==> src/rtl/bus_term_pkg.sv <==
package bus_term_pkg;

   // Conditioned connector presence
   typedef struct packed {
      logic narrow;
      logic wide;
      logic ext;
   } presence_t;

   // Terminator group enables after override selection
   typedef struct packed {
      logic sec_lo;
      logic sec_hi;
      logic pri_lo;
      logic pri_hi;
   } group_en_t;

   // Stored configuration bits
   typedef struct packed {
      logic auto_t;
      logic se_auto;
      logic man_lo;
      logic man_hi;
      logic se_man_lo;
      logic se_man_hi;
   } cfg_t;

   // Chip feature straps
   typedef struct packed {
      logic wide;
      logic u2;
      logic newctl;
      logic split50;
   } feat_t;

   typedef struct packed {
      logic [7:0] byte_v;
      logic       tpwr;
      logic       illegal;
   } result_t;

endpackage

==> src/rtl/term_presence_cond.sv <==
module term_presence_cond
   import bus_term_pkg::*;
#(
   parameter bit ILLEGAL_CHECK = 1'b1
) (
   input  presence_t raw_i,
   input  logic      auto_path_i,
   input  logic      wide_i,
   input  logic      u2_i,
   input  logic      newctl_i,
   input  logic      split50_i,
   output presence_t cond_o,
   output logic      illegal_o
);

   presence_t stage_nc;
   presence_t stage_ft;
   logic      all_three;

   // New-control boards report a fixed arrangement for the table
   always_comb begin
      if (newctl_i) begin
         stage_nc.narrow = 1'b0;
         stage_nc.wide   = 1'b1;
         stage_nc.ext    = 1'b1;
      end else begin
         stage_nc = raw_i;
      end
   end

   // Feature straps remove connectors that cannot exist
   always_comb begin
      stage_ft        = stage_nc;
      stage_ft.wide   = stage_nc.wide & wide_i;
      stage_ft.narrow = stage_nc.narrow & ~split50_i;
   end

   assign all_three = stage_ft.narrow & stage_ft.wide & stage_ft.ext;

   generate
      if (ILLEGAL_CHECK) begin : g_chk
         assign illegal_o = auto_path_i & ~u2_i & all_three;
      end else begin : g_nochk
         assign illegal_o = 1'b0;
      end
   endgenerate

   // Illegal arrangement: pretend nothing is connected
   assign cond_o = illegal_o ? presence_t'(3'b000) : stage_ft;

endmodule

==> src/rtl/term_enable_select.sv <==
module term_enable_select
   import bus_term_pkg::*;
(
   input  group_en_t det_i,
   input  cfg_t      cfg_i,
   input  logic      newctl_i,
   output group_en_t en_o
);

   group_en_t sec_sel;

   always_comb begin
      sec_sel = group_en_t'(4'b0000);
      if (newctl_i) begin
         sec_sel = det_i;
         if (!cfg_i.se_auto) begin
            sec_sel.sec_lo = cfg_i.se_man_lo;
            sec_sel.sec_hi = cfg_i.se_man_hi;
         end
         if (!cfg_i.auto_t) begin
            sec_sel.pri_lo = cfg_i.man_lo;
            sec_sel.pri_hi = cfg_i.man_hi;
         end
      end
   end

   assign en_o = sec_sel;

endmodule

==> src/rtl/term_byte_map.sv <==
module term_byte_map
   import bus_term_pkg::*;
#(
   parameter int BYTE_W     = 8,
   parameter int HI_BIT     = 6,
   parameter int SEC_LO_BIT = 5,
   parameter int PRI_HI_BIT = 4,
   parameter int MIN_CONN   = 2
) (
   input  logic              auto_path_i,
   input  presence_t         pres_i,
   input  group_en_t         en_i,
   input  logic              wide_i,
   input  logic              u2_i,
   input  logic              man_lo_i,
   input  logic              man_hi_i,
   output logic [BYTE_W-1:0] byte_o,
   output logic              tpwr_o
);

   localparam int CNT_W = $clog2(MIN_CONN + 2);

   logic [CNT_W-1:0] conn_cnt;
   logic             few_conn;
   logic             low_req;
   logic             hi_on;
   logic             lo_bit_on;
   logic             pri_hi_on;

   assign conn_cnt  = CNT_W'(pres_i.narrow) + CNT_W'(pres_i.wide) + CNT_W'(pres_i.ext);
   assign few_conn  = conn_cnt < CNT_W'(MIN_CONN);
   assign low_req   = auto_path_i & (few_conn | en_i.sec_lo);

   always_comb begin
      if (auto_path_i) begin
         hi_on  = wide_i & (~pres_i.ext | ~pres_i.wide | en_i.sec_hi);
         tpwr_o = (low_req & ~u2_i) | en_i.pri_lo;
      end else begin
         hi_on  = wide_i & man_hi_i;
         tpwr_o = man_lo_i;
      end
   end

   assign lo_bit_on = low_req & u2_i;
   assign pri_hi_on = auto_path_i & en_i.pri_hi;

   generate
      for (genvar b = 0; b < BYTE_W; b++) begin : g_bit
         if (b == HI_BIT) begin : g_hi
            assign byte_o[b] = hi_on;
         end else if (b == SEC_LO_BIT) begin : g_lo
            assign byte_o[b] = lo_bit_on;
         end else if (b == PRI_HI_BIT) begin : g_ph
            assign byte_o[b] = pri_hi_on;
         end else begin : g_spare
            assign byte_o[b] = 1'b0;
         end
      end
   endgenerate

endmodule

==> src/rtl/bus_term_resolver.sv <==
module bus_term_resolver
   import bus_term_pkg::*;
#(
   parameter int BYTE_W        = 8,
   parameter int HI_BIT        = 6,
   parameter int SEC_LO_BIT    = 5,
   parameter int PRI_HI_BIT    = 4,
   parameter int MIN_CONN      = 2,
   parameter bit ILLEGAL_CHECK = 1'b1
) (
   input  logic              clk,
   input  logic              rst_n,
   input  logic              start,
   input  logic              has_int_narrow,
   input  logic              has_int_wide,
   input  logic              has_ext,
   input  logic              det_sec_lo,
   input  logic              det_sec_hi,
   input  logic              det_pri_lo,
   input  logic              det_pri_hi,
   input  logic              cfg_auto,
   input  logic              cfg_se_auto,
   input  logic              cfg_man_lo,
   input  logic              cfg_man_hi,
   input  logic              cfg_se_man_lo,
   input  logic              cfg_se_man_hi,
   input  logic              feat_wide,
   input  logic              feat_u2,
   input  logic              feat_newctl,
   input  logic              feat_split50,
   output logic [BYTE_W-1:0] board_byte,
   output logic              lo_tpwr_en,
   output logic              illegal,
   output logic              done
);

   generate
      if (HI_BIT >= BYTE_W || SEC_LO_BIT >= BYTE_W || PRI_HI_BIT >= BYTE_W) begin : g_bad_pos
         $error("termination bit position outside board byte");
      end
      if (HI_BIT == SEC_LO_BIT || HI_BIT == PRI_HI_BIT || SEC_LO_BIT == PRI_HI_BIT) begin : g_bad_dup
         $error("termination bit positions must differ");
      end
      if (MIN_CONN < 1 || MIN_CONN > 3) begin : g_bad_cnt
         $error("connector threshold out of range");
      end
   endgenerate

   presence_t         raw_pres;
   presence_t         cond_pres;
   group_en_t         det_en;
   group_en_t         sel_en;
   cfg_t              cfg;
   logic              auto_path;
   logic              illegal_nx;
   logic [BYTE_W-1:0] byte_nx;
   logic              tpwr_nx;

   assign raw_pres  = '{narrow: has_int_narrow, wide: has_int_wide, ext: has_ext};
   assign det_en    = '{sec_lo: det_sec_lo, sec_hi: det_sec_hi,
                        pri_lo: det_pri_lo, pri_hi: det_pri_hi};
   assign cfg       = '{auto_t: cfg_auto, se_auto: cfg_se_auto, man_lo: cfg_man_lo,
                        man_hi: cfg_man_hi, se_man_lo: cfg_se_man_lo,
                        se_man_hi: cfg_se_man_hi};
   assign auto_path = cfg_auto | feat_newctl;

   term_presence_cond #(
      .ILLEGAL_CHECK (ILLEGAL_CHECK)
   ) u_pres (
      .raw_i       (raw_pres),
      .auto_path_i (auto_path),
      .wide_i      (feat_wide),
      .u2_i        (feat_u2),
      .newctl_i    (feat_newctl),
      .split50_i   (feat_split50),
      .cond_o      (cond_pres),
      .illegal_o   (illegal_nx)
   );

   term_enable_select u_sel (
      .det_i    (det_en),
      .cfg_i    (cfg),
      .newctl_i (feat_newctl),
      .en_o     (sel_en)
   );

   term_byte_map #(
      .BYTE_W     (BYTE_W),
      .HI_BIT     (HI_BIT),
      .SEC_LO_BIT (SEC_LO_BIT),
      .PRI_HI_BIT (PRI_HI_BIT),
      .MIN_CONN   (MIN_CONN)
   ) u_map (
      .auto_path_i (auto_path),
      .pres_i      (cond_pres),
      .en_i        (sel_en),
      .wide_i      (feat_wide),
      .u2_i        (feat_u2),
      .man_lo_i    (cfg_man_lo),
      .man_hi_i    (cfg_man_hi),
      .byte_o      (byte_nx),
      .tpwr_o      (tpwr_nx)
   );

   always_ff @(posedge clk or negedge rst_n) begin
      if (!rst_n) begin
         board_byte <= '0;
         lo_tpwr_en <= 1'b0;
         illegal    <= 1'b0;
         done       <= 1'b0;
      end else begin
         done <= start;
         if (start) begin
            board_byte <= byte_nx;
            lo_tpwr_en <= tpwr_nx;
            illegal    <= illegal_nx;
         end
      end
   end

endmodule

==> config.mk <==
export PLATFORM = sky130hd
export DESIGN_NAME = bus_term_resolver
export DESIGN_NICKNAME = d
export VERILOG_FILES = /design/src/rtl/bus_term_pkg.sv /design/src/rtl/term_presence_cond.sv /design/src/rtl/term_enable_select.sv /design/src/rtl/term_byte_map.sv /design/src/rtl/bus_term_resolver.sv
export SDC_FILE = /design/constraint.sdc
export NUM_CORES = 1
export LEC_CHECK = 0
export BUFFER_PORTS_ARGS = -buffer_cell sky130_fd_sc_hd__buf_2
export CORE_MARGIN = 2
export CORE_UTILIZATION = 50
export DETAILED_ROUTE_END_ITERATION = 12
export PLACE_DENSITY = 0.89
export SYNTH_ARGS = -nofsm -noshare
export SYNTH_HDL_FRONTEND = slang
export SYNTH_HIERARCHICAL = 1
export SYNTH_SLANG_ARGS = --single-unit
==> constraint.sdc <==
create_clock -name clk -period 2 [get_ports clk]
set_clock_uncertainty 0.1 [all_clocks]
set_input_delay 0.2 -clock clk [delete_from_list [all_inputs] [get_ports clk]]
set_output_delay 0.2 -clock clk [all_outputs]
set_load 0.02 [all_outputs]
## Word-level counts from Yosys, hierarchy flattened

Index checks and enable logic that the tools add are counted.

- Register bits: 6
- Latch bits: 0
- RAM bits: 0
- ROM bits: 0
- Output and inout bits: 11
- Word-level logic and storage cells: 35
- Memories: 0

- Add/sub/neg operators: 2
- Multipliers: 0
- Div/mod/pow operators: 0
- $lt $le $gt $ge: 1
- Equal/unequal tests: 0
- Shift operators: 0
- Multiplexer cells: 7
- Bitwise gates (word level): 21
- Reductions and logical operators: 0

Operators with widths:

| cell | number |
|---|---|
| 1-bit AND | 12 |
| 3-bit 2-to-1 mux | 2 |
| 1-bit OR | 5 |
| 2-bit 2-to-1 mux | 2 |
| 4-bit 2-to-1 mux | 1 |
| 1-bit NOT | 4 |
| 1-bit by 1-bit adder with 2-bit output | 1 |
| 2-bit by 1-bit adder with 2-bit output | 1 |
| 2-bit less-than comparator, second input constant | 1 |
| 1-bit 2-to-1 mux | 2 |

## Longest topological paths before layout

Gate-level depths: netlist of run 1.

- Depth in word-level cells: 14
- Gate-level depth with buffers: 8
- Gate-level depth less buffers: 8

## Cells and area by module

The synthesis of run 1 kept the hierarchy.

By module, submodules not included:

| module | instances | cells each | area an instance (um^2) |
|---|---|---|---|
| bus_term_resolver | 1 | 23 | 442.9 |
| term_byte_map | 1 | 21 | 140.1 |
| term_presence_cond | 1 | 9 | 71.3 |
| term_enable_select | 1 | 8 | 65.1 |

## Least setup slack after synthesis of run 1

OpenSTA, ideal clock, no wires.

- Kind: input to register
- Start: input port feat_newctl
- End: register board_byte[5]
- Setup time: 0.125 ns
- Data arrival time: 1.762 ns
- Slack: 0.013 ns
- Cell stages on the path: 8
- Path buffers: 1
- Cells stage by stage: or2_2 and3b_1 a41oi_1 ha_1 a21oi_2 o211a_1 buf_4 mux2_4

RTL lines:

| element | line | source |
|---|---|---|
| start: declaration | bus_term_resolver.sv:29 | `input logic feat_newctl,` |
| end signal: assignment | bus_term_resolver.sv:114 | `board_byte <= byte_nx;` |
| end: declaration | bus_term_resolver.sv:31 | `output logic [BYTE_W-1:0] board_byte,` |

==> run metrics, run 1 <==
result of the run finished, final reports clean; Setup Crit Path Kind input pin to flip-flop; final count of hold timing violations 0; global-route wire length before repair 2373 um; number of buffers inserted during clock tree synthesis 3; mean routed wirelength per cell 13.17 um; Total Nets Final 116; Die H 41.93 um; fraction of layout cells with a size suffix above 1 0.5213; Port-buffer cells 30; maximum clock insertion buffer count 2; MaxCap Viol Count 0; crit-path leading delay family compound AO/OA/AOI/OAI gates; final worst path period share 0.9246; clock transition at the registers of the reported paths 0.07 ns; library cell used as clock root buffer clkbuf_4; number of synthesized register bits 11; TritonCTS Sinks 11; insertion delay of the later-clocked pin in the worst-skew pair 0.26 ns; number of vias after detailed routing 538; Tightest Hold Check Type input pin to flip-flop; CP max stage delay 0.30 ns; cell type contributing the most total cell area after synthesis dfrtp_1; worst-path cell with the longest stage delay or2_2; placed instance area 854.6 sq um; peak supply drop 229.7 uV; Mean Syn Cell Area 11.79 sq um; Post-CTS Setup Inserts 0; maximum number of pins on one net before global-route repair 12; H-tree levels 1; CTS tree built; maximum clock rate 540.8 MHz; floorplan die area 1758 sq um; Worst Path Buf+Inv 1; fin area 890.9 sq um; DR pass1 iterations 4; leftover overflow at the end of global routing 0; endpoints failing setup 0; Worst Slack Setup Final 0.1509 ns; dpl hpwl 1221 um; Antenna Nets Post-Route 0; Detailed Route Iter0 Violations 5; Reg area 275.3 sq um; portion of synthesized cell area occupied by the leading cell type 0.3826; Gate Count Post-Synth 61; area of the multi-input gates 384.1 sq um; Via density 4.936; layout overhead on the synthesized area 23.83%; count of filler cells inserted in the layout 103; antenna violations before repair 0; DRC 0; Worst R2R Path Depth 1; # IOs 31; RSZ-0062 raised after global routing false; standard cell core area 1318 sq um; endpoint type of the worst setup path flip-flop; cell depth of the worst hold path 1; total routing resource utilization after global routing 0.1817; total routed wirelength 1435 um; post-synthesis instance area 719.4 sq um; total negative slack for setup checks 0 ns; Pleak 0.4864 nW; Startpoint Class input pin; final weighted congestion of routability-driven global placement 0.7734; Die W 41.93 um; Arrival @ worst endpoint 1.95 ns; via count of the first global-routing pass 548; Initial Utilization 0.5461; number of rows in the core area 13; largest cells by area after synthesis dfrtp_1, mux2_4, buf_4, mux2i_1, nor2b_1; ANT cells 0; proportion of synthesized chip area in sequential cells 0.3826; number of slew-limit violations in the final report 0; count of unique library cells instantiated by Yosys 24; worst setup slack before clock tree synthesis -0.09709 ns; synth warn 6; required time of the worst setup path 2.10 ns; core occupancy in the finished layout 0.6762; maximum net fanout on the critical path 3; worst hold margin 0.1415 ns; Pwr Density 631.9 nW/um^2; cell count along the critical path 9; crit path time final 1.849 ns; worst-path cell chain buf_2 -> or2_2 -> and3b_1 -> a41oi_1 -> ha_1 -> a21oi_2 -> o21bai_1 -> a31oi_1 -> mux2_4
-- repair_timing --
| item | 4_1_cts | 5_1_grt |
|---|---|---|
| gates resized for setup | 0 | 0 |
| hold buffers | 1 | 0 |
| hold endpoints to repair | 11 | 0 |
-- through the flow --
stage	power [W]	instances
floorplan	0.0003702	65
global placement	0.0004139	104
detailed placement	0.0004232	104
CTS	0.0005690	109
global route	0.0005980	109
finish	0.0005629	109
-- flip-flops by register name, indices dropped and copies added, names as in the netlist --
| signal | flops |
|---|---|
| board_byte | 8 |
| done | 1 |
| illegal | 1 |
| lo_tpwr_en | 1 |
-- cell usage in the layout, fill, tap and decap left out, drive strengths merged --
cell type    netlist  layout
or2                1       1
dfrtp             11      11
dlygate4sd3        0       1
ha                 1       1
nor2               3       3
and2               1       1
nand2              2       2
a21oi              3       3
conb               1       5
clkbuf             0       4
inv                1       1
buf                9      33
and3b              1       1
o31a               1       1
a41oi              1       1
o211a              1       1
nor2b              4       4
a31oi              1       1
o21ai              2       2
nor3b              1       1
mux2i              4       4
and4               1       1
mux2              10      10
o21bai             1       1
-- routing by layer --
| layer | vias up | GRT usage | wire, um |
|---|---|---|---|
| met3 | 0 | 0.03043 | 50 |
| met4 | 0 | 0.07742 | 0 |
| met5 | - | 0 | 0 |
| met1 | 252 | 0.1995 | 579 |
| met2 | 15 | 0.3375 | 805 |
| li1 | 271 | - | - |
-- final timing paths --
| kind | from | to | slack [ns] |
|---|---|---|---|
| max reg2reg | board_byte[3]$_DFFE_PN0P_ | board_byte[3]$_DFFE_PN0P_ | 1.11 |
| min | start | done$_DFF_PN0_ | 0.14 |
| max | feat_newctl | lo_tpwr_en$_DFFE_PN0P_ | 0.15 |
| min reg2reg | board_byte[7]$_DFFE_PN0P_ | board_byte[7]$_DFFE_PN0P_ | 0.41 |
| max in group asynchronous | rst_n | board_byte[3]$_DFFE_PN0P_ | 1.37 |
| min in group asynchronous | rst_n | board_byte[1]$_DFFE_PN0P_ | 0.24 |
-- cells in the mapped netlist --
library cell and instances:
nand2_1 2, and2_1 1, o31a_1 1, nor2b_1 4, inv_1 1, nor2_1 3
and4_1 1, buf_4 8, mux2_4 10, a41oi_1 1, buf_6 1, ha_1 1
dfrtp_1 11, o21ai_0 2, mux2i_1 4, o21bai_1 1, a31oi_1 1, or2_2 1
o211a_1 1, a21oi_1 2, nor3b_4 1, and3b_1 1, a21oi_2 1, conb_1 1
-- power by group --
part	internal [W]	switching (W)
clock	0.0000769	0.0000662
combinational	0.0000813	0.0000824
sequential	0.000244	0.0000123
-- layout make-up --
cell class | instances | share of cell area
clock buffer | 4 | 0.02949
inverter | 1 | 0.004213
multi-input combinational | 44 | 0.4312
sequential | 11 | 0.3090
tap | 15 | 0.02107
timing repair buffer | 34 | 0.2051
-- cell families after synthesis --
group,synth area share
compound gates,0.09741
fa+ha+maj,0.01739
buf+inv,0.1043
flops,0.3826
mux,0.2643
other cells,0.005212
simple gates,0.1287
(Power assumes the default switching activity.)
==> inputs of run 2 (changes only) <==
--- a/config.mk
+++ b/config.mk
@@ -6,7 +6,6 @@
 export NUM_CORES = 1
 export LEC_CHECK = 0
 export BUFFER_PORTS_ARGS = -buffer_cell sky130_fd_sc_hd__buf_2
-export CORE_MARGIN = 2
 export CORE_UTILIZATION = 50
 export DETAILED_ROUTE_END_ITERATION = 12
 export PLACE_DENSITY = 0.89
==> run 2 against run 1 <==
Fmax rose by 2.6%. Clock power grew 4%. Via count shrank 1.1%. Setup slack improved by 0.047 ns. Largest power group unchanged. Critical path depth stayed put. Sequential power hardly changed. Highest routed layer unchanged. Wire length fell by 11%. Design area unchanged. Hold slack got worse by 0.011 ns. Sequential cell count unchanged. Global-route usage decreased by 0.15 points.
==> run metrics, run 2 (synthesized netlist as in run 1, its figures left out) <==
Die H 39.93 um (-4.8%); DRC 0 (unchanged); mean routed wirelength per cell 11.66 um (-11%); global-route wire length before repair 1952 um (-18%); max reg flops 8 (unchanged); Detailed Route Iter0 Violations 5 (unchanged); Arrival @ worst endpoint 1.91 ns (-0.04 ns); Worst R2R Path Depth 1 (unchanged); total routing resource utilization after global routing 0.1801 (-0.001536); cells resized by post-CTS repair 0 (unchanged); Die W 39.93 um (-4.8%); Startpoint Class input pin; top register by number of flip-flops board_byte; fraction of layout cells with a size suffix above 1 0.5213 (unchanged); endpoints failing setup 0 (unchanged); MaxCap Viol Count 0 (unchanged); ANT cells 0 (unchanged); required time of the worst setup path 2.10 ns (about the same); worst setup slack before clock tree synthesis -0.07147 ns (+0.02562 ns); leftover overflow at the end of global routing 0 (unchanged); number of rows in the core area 13 (unchanged); Pwr Density 634.3 nW/um^2 (+0.37%); area of the multi-input gates 384.1 sq um (unchanged); Setup Crit Path Kind input pin to flip-flop; Via density 4.881 (-1.1%); RSZ-0062 raised after global routing false; placed instance area 854.6 sq um (unchanged); via count of the first global-routing pass 491 (-10%); insertion delay of the later-clocked pin in the worst-skew pair 0.26 ns (about the same); Reg area 275.3 sq um (unchanged); H-tree levels 1 (unchanged); Total Nets Final 116 (unchanged); floorplan die area 1594 sq um (-9.3%); # IOs 31 (unchanged); number of slew-limit violations in the final report 0 (unchanged); peak supply drop 427.2 uV (+86%); total routed wirelength 1271 um (-11%); CTS tree built; maximum clock insertion buffer count 2 (unchanged); fin area 890.9 sq um (unchanged); Tightest Hold Check Type input pin to flip-flop; Port-buffer cells 30 (unchanged); number of buffers inserted during clock tree synthesis 3 (unchanged); antenna violations before repair 0 (unchanged); hold_buf cts 1 (unchanged); maximum clock rate 555.0 MHz (+2.6%); most common cell after layout, fill and taps aside buf_2; clock transition at the registers of the reported paths 0.07 ns (about the same); Worst Slack Setup Final 0.1983 ns (+0.04744 ns); final weighted congestion of routability-driven global placement 0.7261 (-6.1%); layout overhead on the synthesized area 23.83% (unchanged); result of the run finished, final reports clean; Antenna Nets Post-Route 0 (unchanged); final worst path period share 0.9009 (-0.02372); count of filler cells inserted in the layout 108 (+4.9%); number of vias after detailed routing 532 (-1.1%); TritonCTS Sinks 11 (unchanged); crit path time final 1.802 ns (-0.04744 ns); endpoint type of the worst setup path flip-flop; Initial Utilization 0.5461 (unchanged); DR pass1 iterations 4 (unchanged); Pleak 0.4864 nW (unchanged); maximum number of pins on one net before global-route repair 12 (unchanged); final count of hold timing violations 0 (unchanged); most frequent cells in the layout buf_2, dfrtp_1, mux2_4; library cell used as clock root buffer clkbuf_4; standard cell core area 1318 sq um (unchanged); Post-CTS Setup Inserts 0 (unchanged); maximum net fanout on the critical path 3 (unchanged); cell depth of the worst hold path 1 (unchanged)
## run 2: cell counts in the layout (fill, tap and decap cells not counted)
Identical to the previous run, type by type.
## run 2: critical path, stage by stage
cell and delay (ns):
buf_2 0.10, or2_2 0.30, and3b_1 0.21, a41oi_1 0.28, ha_1 0.28, a21oi_2 0.14, o21bai_1 0.07, a31oi_1 0.16
mux2_4 0.16
## run 2: path summary, 6_finish.rpt
kind	end	from	slack [ns]
max in group asynchronous	board_byte[7]$_DFFE_PN0P_	rst_n	1.37
setup / recovery	lo_tpwr_en$_DFFE_PN0P_	feat_newctl	0.20
hold / removal	done$_DFF_PN0_	start	0.13
setup reg to reg	board_byte[2]$_DFFE_PN0P_	board_byte[2]$_DFFE_PN0P_	1.13
hold reg to reg	board_byte[0]$_DFFE_PN0P_	board_byte[0]$_DFFE_PN0P_	0.41
min in group asynchronous	done$_DFF_PN0_	rst_n	0.24
## run 2: routing by layer
| metal | up-vias | wire length, um | GRT usage |
|---|---|---|---|
| met5 | - | 0 | 0 |
| met1 | 251 | 610 | 0.2195 |
| met2 | 12 | 627 | 0.3306 |
| met3 | 0 | 34 | 0.03333 |
| met4 | 0 | 0 | 0.02586 |
| li1 | 269 | - | - |
## run 2: stage by stage
stage | TNS, ns | instances | hold slack (ns) | total power [W] | utilization
finish | 0 | 109 | 0.1309 | 0.0005650 | 0.6762
global route | 0 | 109 | 0.1335 | 0.0005952 | 0.6762
CTS | 0 | 109 | 0.1265 | 0.0005693 | 0.6762
detailed placement | -0.09437 | 104 | -0.01965 | 0.0004196 | 0.6486
global placement | -0.006662 | 104 | -0.03189 | 0.0004137 | 0.6486
floorplan | 0 | 65 | -0.1956 | 0.0003702 | -
## run 2: power by group
| part | switching, W | leakage, nW | internal (W) |
|---|---|---|---|
| sequential | 0.0000113 | 0.134 | 0.000244 |
| combinational | 0.0000802 | 0.338 | 0.0000813 |
| clock | 0.0000715 | 0.0150 | 0.0000770 |
## run 2: final cells by class
class | instances | share of cell area
clock buffer | 4 | 0.02949
inverter | 1 | 0.004213
multi-input combinational | 44 | 0.4312
sequential | 11 | 0.3090
tap | 15 | 0.02107
timing repair buffer | 34 | 0.2051
==> inputs of run 3 (changes only) <==
==> constraint.sdc (replaced) <==
create_clock -name clk -period 2.1 [get_ports clk]
set_clock_uncertainty 0.1 [all_clocks]
set_input_delay 0.21 -clock clk [delete_from_list [all_inputs] [get_ports clk]]
set_output_delay 0.21 -clock clk [all_outputs]
set_load 0.02 [all_outputs]
==> run 3 against run 2 <==
Total power shrank 3.2%. Non-clock buffer count shrank 1. Via count rose by 5.6%. Register-to-register slack improved by 0.09 ns. Global-route usage up 4.0 points. Die area did not move. Sequential share of layout area grew 0.26 points. Highest routed layer is now met4.
==> run metrics, run 3 (synthesized netlist as in run 1, its figures left out) <==
result of the run finished, final reports clean; global-route wire length before repair 2256 um (+16%); standard cell core area 1318 sq um (unchanged); total routed wirelength 1488 um (+17%); top register by number of flip-flops board_byte; final weighted congestion of routability-driven global placement 0.7836 (+7.9%); required time of the worst setup path 2.21 ns (+0.11 ns); fraction of layout cells with a size suffix above 1 0.5161 (-0.005148); via count of the first global-routing pass 500 (+1.8%); TritonCTS Sinks 11 (unchanged); Total Nets Final 115 (-0.86%); DRC 0 (unchanged); Antenna Nets Post-Route 0 (unchanged); number of rows in the core area 13 (unchanged); area of the multi-input gates 384.1 sq um (unchanged); RSZ-0062 raised after global routing false; library cell used as clock root buffer clkbuf_4; reg-to-reg critical path startpoint lo_tpwr_en$_DFFE_PN0P_; total negative slack for setup checks 0 ns (unchanged); MaxCap Viol Count 0 (unchanged); start point of the critical path cfg_auto; Die W 39.93 um (unchanged); Initial Utilization 0.5461 (unchanged); Die H 39.93 um (unchanged); ANT cells 0 (unchanged); endpoint type of the worst setup path flip-flop; number of buffers inserted during clock tree synthesis 3 (unchanged); peak supply drop 263.4 uV (-38%); Detailed Route Iter0 Violations 13 (+8); final count of hold timing violations 0 (unchanged); crit path time final 1.929 ns; clock transition at the registers of the reported paths 0.07 ns (about the same); layout overhead on the synthesized area 22.78%; cell depth of the worst hold path 1 (unchanged); dpl hpwl 1125 um; worst reg-to-reg setup slack 1.22 ns (+0.09 ns); Tightest Hold Check Type input pin to flip-flop; maximum number of pins on one net before global-route repair 12 (unchanged); core occupancy in the finished layout 0.6705 (-0.005698); maximum clock insertion buffer count 2 (unchanged); max reg flops 8 (unchanged); number of slew-limit violations in the final report 0 (unchanged); worst-path cell chain buf_2 -> or2_2 -> and3b_1 -> a41oi_1 -> ha_1 -> a21oi_2 -> o21bai_1 -> a31oi_1 -> mux2_4; end of the critical path lo_tpwr_en$_DFFE_PN0P_; maximum net fanout on the critical path 3 (unchanged); overall power 0.0005468 W (-3.2%); antenna violations before repair 0 (unchanged); final worst path period share 0.9184; Via density 5.204 (+6.6%); Pleak 0.4816 nW (-0.99%); Worst R2R Path Depth 1 (unchanged); count of filler cells inserted in the layout 99 (-8.3%); Worst Slack Setup Final 0.1714 ns (-0.02685 ns); Reg area 275.3 sq um (unchanged); endpoints failing setup 0 (unchanged); Pwr Density 619.0 nW/um^2 (-2.4%); number of vias after detailed routing 562 (+5.6%); leftover overflow at the end of global routing 0 (unchanged); Setup Crit Path Kind input pin to flip-flop; floorplan die area 1594 sq um (unchanged); # IOs 31 (unchanged); CP max stage delay 0.30 ns (about the same); CTS tree built; most common cell after layout, fill and taps aside buf_2; Startpoint Class input pin; maximum clock rate 518.5 MHz; Arrival @ worst endpoint 2.04 ns (+0.13 ns); insertion delay of the later-clocked pin in the worst-skew pair 0.27 ns (about the same); worst-path cell with the longest stage delay a41oi_1; total routing resource utilization after global routing 0.2203 (+0.04016); H-tree levels 1 (unchanged); Critical R2R Capture lo_tpwr_en$_DFFE_PN0P_; Port-buffer cells 30 (unchanged); most frequent cells in the layout buf_2, dfrtp_1, mux2_4; DR pass1 iterations 4 (unchanged); mean routed wirelength per cell 13.78 um (+18%); worst setup slack before clock tree synthesis -0.06678 ns (+0.004688 ns)
[run 3: stage by stage]
step / hold slack (ns) / cell area, sq um / instances
floorplan: -0.1856 / 734.5 / 65
global placement: -0.02079 / 847.1 / 103
detailed placement: -0.009430 / 847.1 / 103
CTS: 0.1421 / 883.3 / 108
global route: 0.1417 / 883.3 / 108
finish: 0.1476 / 883.3 / 108
[run 3: report_power, final]
| part | switching, W | internal [W] | total [W] |
|---|---|---|---|
| clock | 0.0000752 | 0.0000734 | 0.000149 |
| combinational | 0.0000786 | 0.0000763 | 0.000155 |
| sequential | 0.0000111 | 0.000232 | 0.000243 |
[run 3: how the worst min path moves through the flow]
| stage | from | to |
|---|---|---|
| after CTS | start | done$_DFF_PN0_ |
| after floorplan | rst_n | board_byte[0]$_DFFE_PN0P_ |
| after global placement | rst_n | board_byte[3]$_DFFE_PN0P_ |
| after detailed placement | rst_n | board_byte[3]$_DFFE_PN0P_ |
| after global routing | start | done$_DFF_PN0_ |
| final | start | done$_DFF_PN0_ |
[run 3: worst max-delay path, delay by kind of cell]
family | cells | cell delay [ns]
compound gates | 4 | 0.74
buf+inv | 1 | 0.12
simple gates | 2 | 0.51
fa+ha+maj | 1 | 0.30
mux | 1 | 0.16
[run 3: repair_timing]
item | 4_1_cts | 5_1_grt
resized for setup | 0 | 0
buffers inserted | 0 | 0
hold endpoints to repair | 11 | 0
hold buffers | 1 | 0
[run 3: layout make-up]
type / count / area share
Clock buffer: 4 / 0.02975
Sequential cell: 11 / 0.3116
Timing Repair Buffer: 33 / 0.1983
Multi-Input combinational cell: 44 / 0.4348
Tap cell: 15 / 0.02125
Inverter: 1 / 0.004249
[run 3: per-layer routing]
metal / wire length, um / global-route usage / vias to the layer above
met5: 0 / 0 / -
met4: 7 / 0.1034 / 0
met3: 54 / 0.03333 / 2
met2: 766 / 0.3831 / 21
met1: 661 / 0.2621 / 275
li1: - / - / 264
